[src/rtl/fetch_npc.sv]
`timescale 1ns/1ps
module fetch_npc #(
  parameter int PC_W = 32,
  parameter int IMM_W = 16,
  parameter logic [PC_W-1:0] RESET_PC = '0
) (
  input  logic             clk,
  input  logic             rst,
  input  logic             br_sel,
  input  logic             eq_flag,
  input  logic [IMM_W-1:0] imm16,
  input  logic [PC_W-1:0]  imem_data,
  output logic [PC_W-1:0]  pc,
  output logic [PC_W-1:0]  instr
);
  localparam int EXT_W = PC_W - IMM_W - 2;

  logic [PC_W-1:0] pc_q;
  logic [PC_W-1:0] seq_pc;
  logic [PC_W-1:0] br_ofs;
  logic [PC_W-1:0] br_pc;
  logic            take;

  assign take   = br_sel & eq_flag;
  assign seq_pc = pc_q + PC_W'(4);
  assign br_ofs = {{EXT_W{imm16[IMM_W-1]}}, imm16, 2'b00};
  assign br_pc  = seq_pc + br_ofs;

  always_ff @(posedge clk) begin
    if (rst) pc_q <= RESET_PC;
    else     pc_q <= take ? br_pc : seq_pc;
  end

  assign pc    = pc_q;
  assign instr = imem_data;
endmodule

[config.mk]
export PLATFORM = sky130hd
export DESIGN_NAME = fetch_npc
export DESIGN_NICKNAME = d
export VERILOG_FILES = /design/src/rtl/fetch_npc.sv
export SDC_FILE = /design/constraint.sdc
export NUM_CORES = 1
export LEC_CHECK = 0
export ABC_AREA = 0
export ABC_CLOCK_PERIOD_IN_PS = 7200
export BUFFER_PORTS_ARGS = -buffer_cell sky130_fd_sc_hd__buf_2
export CORE_MARGIN = 4
export CORE_UTILIZATION = 30
export CTS_BUF_LIST = sky130_fd_sc_hd__clkbuf_8
export CTS_CLUSTER_SIZE = 20
export DETAILED_ROUTE_END_ITERATION = 12
export GPL_ROUTABILITY_DRIVEN = 0
export PLACE_DENSITY = 0.53
export REMOVE_ABC_BUFFERS = 1
export SKIP_LAST_GASP = 1
export SLEW_MARGIN = 20
export SYNTH_ARGS = -nofsm -noshare
export SYNTH_HDL_FRONTEND = slang
export SYNTH_SLANG_ARGS = --single-unit
[constraint.sdc]
create_clock -name clk -period 7.2 [get_ports clk]
set_input_delay 0.72 -clock clk [delete_from_list [all_inputs] [get_ports clk]]
set_output_delay 0.72 -clock clk [all_outputs]
set_load 0.05 [all_outputs]
==> out/results.ini <==
[synthesis]
synth.most_common_cell = nand2_1
synth-adder-area-share_pct = 12.85
seq_area_frac_synth_pct = 15.98
synth.area.top_cells = dfxtp_1 (16%), ha_1 (12%), buf_4 (7.8%), xnor2_1 (6.8%), nand2_1 (4.4%)
synth_xor_area_share_pct = 10.89
syn_inst = 480
synthTopCellsByCount = nand2_1 (44), buf_4 (39), ha_1 (37)
yosys.area_share.simple_pct = 25.64
async_flop_share_pct = 0
yosysWarnings = 0
syn_area_per_cell_sq_um = 7.828
synth_top_area_share_pct = 15.98
synth.area.mux_share_pct = 0.5328
synth_top_flop_cell = dfxtp_1
yosys.area.top_type = dfxtp_1
synth_compound_area_share_pct = 23.64
syn_area_sq_mm = 0.003757
synth_top_family_by_area = simple AND/OR/NAND/NOR gates
synth_edf_count = 0
synth-seq-cells = 30
ys_types = 68

[clock_network]
postCtsSetupBuffers = 0
holdBufCountCts = 0
numClockSinks = 30
cts_tree = yes
clkLatencyLatePin_ps = 290
clockRootBuffer = clkbuf_8
htree_num_levels = 2
cts_buffer_depth = 2
path_clk_slew_ps = 80
cts_resized = 0
numCtsBuffers = 5

[final_layout]
regArea_sq_um = 600.6
area.growth.synth_to_final_pct = 5.861
nets = 572
antenna_cells = 0
fillCellCount = 1350
finalNonFillerCells = 651
largest_reg_flops = 30
layout-drive-gt1-share_pct = 18.01
multi_input_area_sq_mm = 0.002774

[flow_run]
max_cap_viol_count = 0

[power]
pwr-share-clk_pct = 25.4
sw_frac_of_total_pct = 44.30
powerDensity_mw_per_mm2 = 172.5
leakagePower_nw = 1.809
p_total_w = 0.0006860
p_switching_w = 0.0003039
ir_drop_v = 0.00007359
p_seq_share_pct = 29.4
p_int_w = 0.0003821
comb_power_share_pct = 45.2

[global_routing]
grt_max_degree = 35
grt_pass1_wl_mm = 19.71
antenna_found_initial = 0
grt_overflow = 0
grt_pass1_vias = 3633
grtUsageTotal_pct = 17.04

[timing]
worst_slew_pin_slew_ps = 692.0
fin_skew_ps = 7.376
fin_tns_setup_ps = 0
relSlewSlack_pct = 53.81
hold_viol_final = 0
rsz0062_at_grt = false
post-route-period-util_pct = 52.66
finalSetupViolations = 0
fin_crit_ps = 3791
max_freq_mhz = 263.8
drv_slew = 0

[placed_design]
placed_cells = 643
place_hpwl_mm = 9.760
io_buffers = 49

[critical_path]
crit_arrival_ps = 3980
required_ps = 7380
worstSetupPathType = reg2reg
cp-end-kind = flop
reg2reg_slack_ps = 3410
start_kind = flop
critPathMaxFanout = 10

[floorplan]
core_sq_mm = 0.01211
core.rowCount = 40
die_y_um = 119.9
die_area_sq_mm = 0.01438
initial_utilization_pct = 31.02
num_io_pins = 116
die_x_um = 119.9

[routing]
dr.pass1.iters = 4
drcViolationCount = 0
vias = 3545
ant_nets = 0
wl_mm = 12.40
avgViaCountPerCell = 5.445
drt_iter0_markers = 136
post_drt_wl_per_cell_um = 19.05

[min_path]
hp-class = reg2reg

[run_status]
status = finished, final reports clean

cell usage in the layout (no fill, tap or decap), drive strengths merged, types with 16 or more instances in the layout:
cell | netlist | routed
a21o | 16 | 16
a21oi | 28 | 28
buf | 44 | 50
dfxtp | 30 | 30
ha | 37 | 37
nand2 | 46 | 46
nand3 | 24 | 24
nand4 | 22 | 22
nor2 | 37 | 37
o21ai | 23 | 23
xnor2 | 30 | 30
stage by stage:
stage	hold slack, ps	instance area (sq um)	utilization [%]	setup slack, ps
floorplan	789.1	3402	-	3675
global placement	640.3	3865	31.91	3477
detailed placement	648.0	3865	31.91	3436
CTS	661.1	3975	32.82	3392
global route	678.8	3978	32.84	3155
finish	662.8	3978	32.84	3409
layout make-up:
type / instances / area share, %
multi-input combinational: 387 / 69.74
sequential: 30 / 15.10
timing repair buffer: 50 / 6.354
clock buffer: 8 / 2.768
tap: 168 / 5.285
inverter: 8 / 0.7550
cells by family after synthesis:
logic type / count (synthesis)
AOI/OAI and AO/OA: 122
adders and majority gates: 38
xor gates and xnor gates: 45
and+or+nand+nor: 178
DFF: 30
buffers and inverters: 64
other: 1
muxes: 2
worst max-delay path, stage by stage, from the launching register on:
cell	delay (ps)
dfxtp_1	460
and4_1	360
and3_1	430
nand4_1	160
xnor2_1	180
ha_1	470
nand2_2	140
o21ai_4	180
inv_1	70
a2111oi_2	550
o211ai_1	200
mux2i_1	150
a221o_1	330
per-layer routing:
layer  track usage [%]  vias up  share of wire, %
met5            0.3676        -                 0
met4             4.939        0               2.1
met3             6.645       20               9.0
met2             26.24      135                44
met1             22.01     1657                45
li1                  -     1733                 -
power by group through the flow:
| stage | Clock (W) | Combinational, W | Sequential [W] |
|---|---|---|---|
| detailed placement | 0 | 0.000307 | 0.000206 |
| CTS | 0.000178 | 0.000309 | 0.000202 |
| global placement | 0 | 0.000304 | 0.000206 |
| floorplan | 0 | 0.000183 | 0.000252 |
| finish | 0.000174 | 0.000310 | 0.000202 |
| global route | 0.000183 | 0.000339 | 0.000205 |
path summary, 6_finish.rpt:
| check | depth (start not counted) | endpoint | from |
|---|---|---|---|
| min | 3 | pc[21]$_SDFF_PP0_ | pc[21]$_SDFF_PP0_ |
| max | 12 | pc[30]$_SDFF_PP0_ | pc[4]$_SDFF_PP0_ |
| max reg2reg | 12 | pc[30]$_SDFF_PP0_ | pc[4]$_SDFF_PP0_ |
| min reg2reg | 3 | pc[21]$_SDFF_PP0_ | pc[21]$_SDFF_PP0_ |
(Power assumes the default switching activity.)
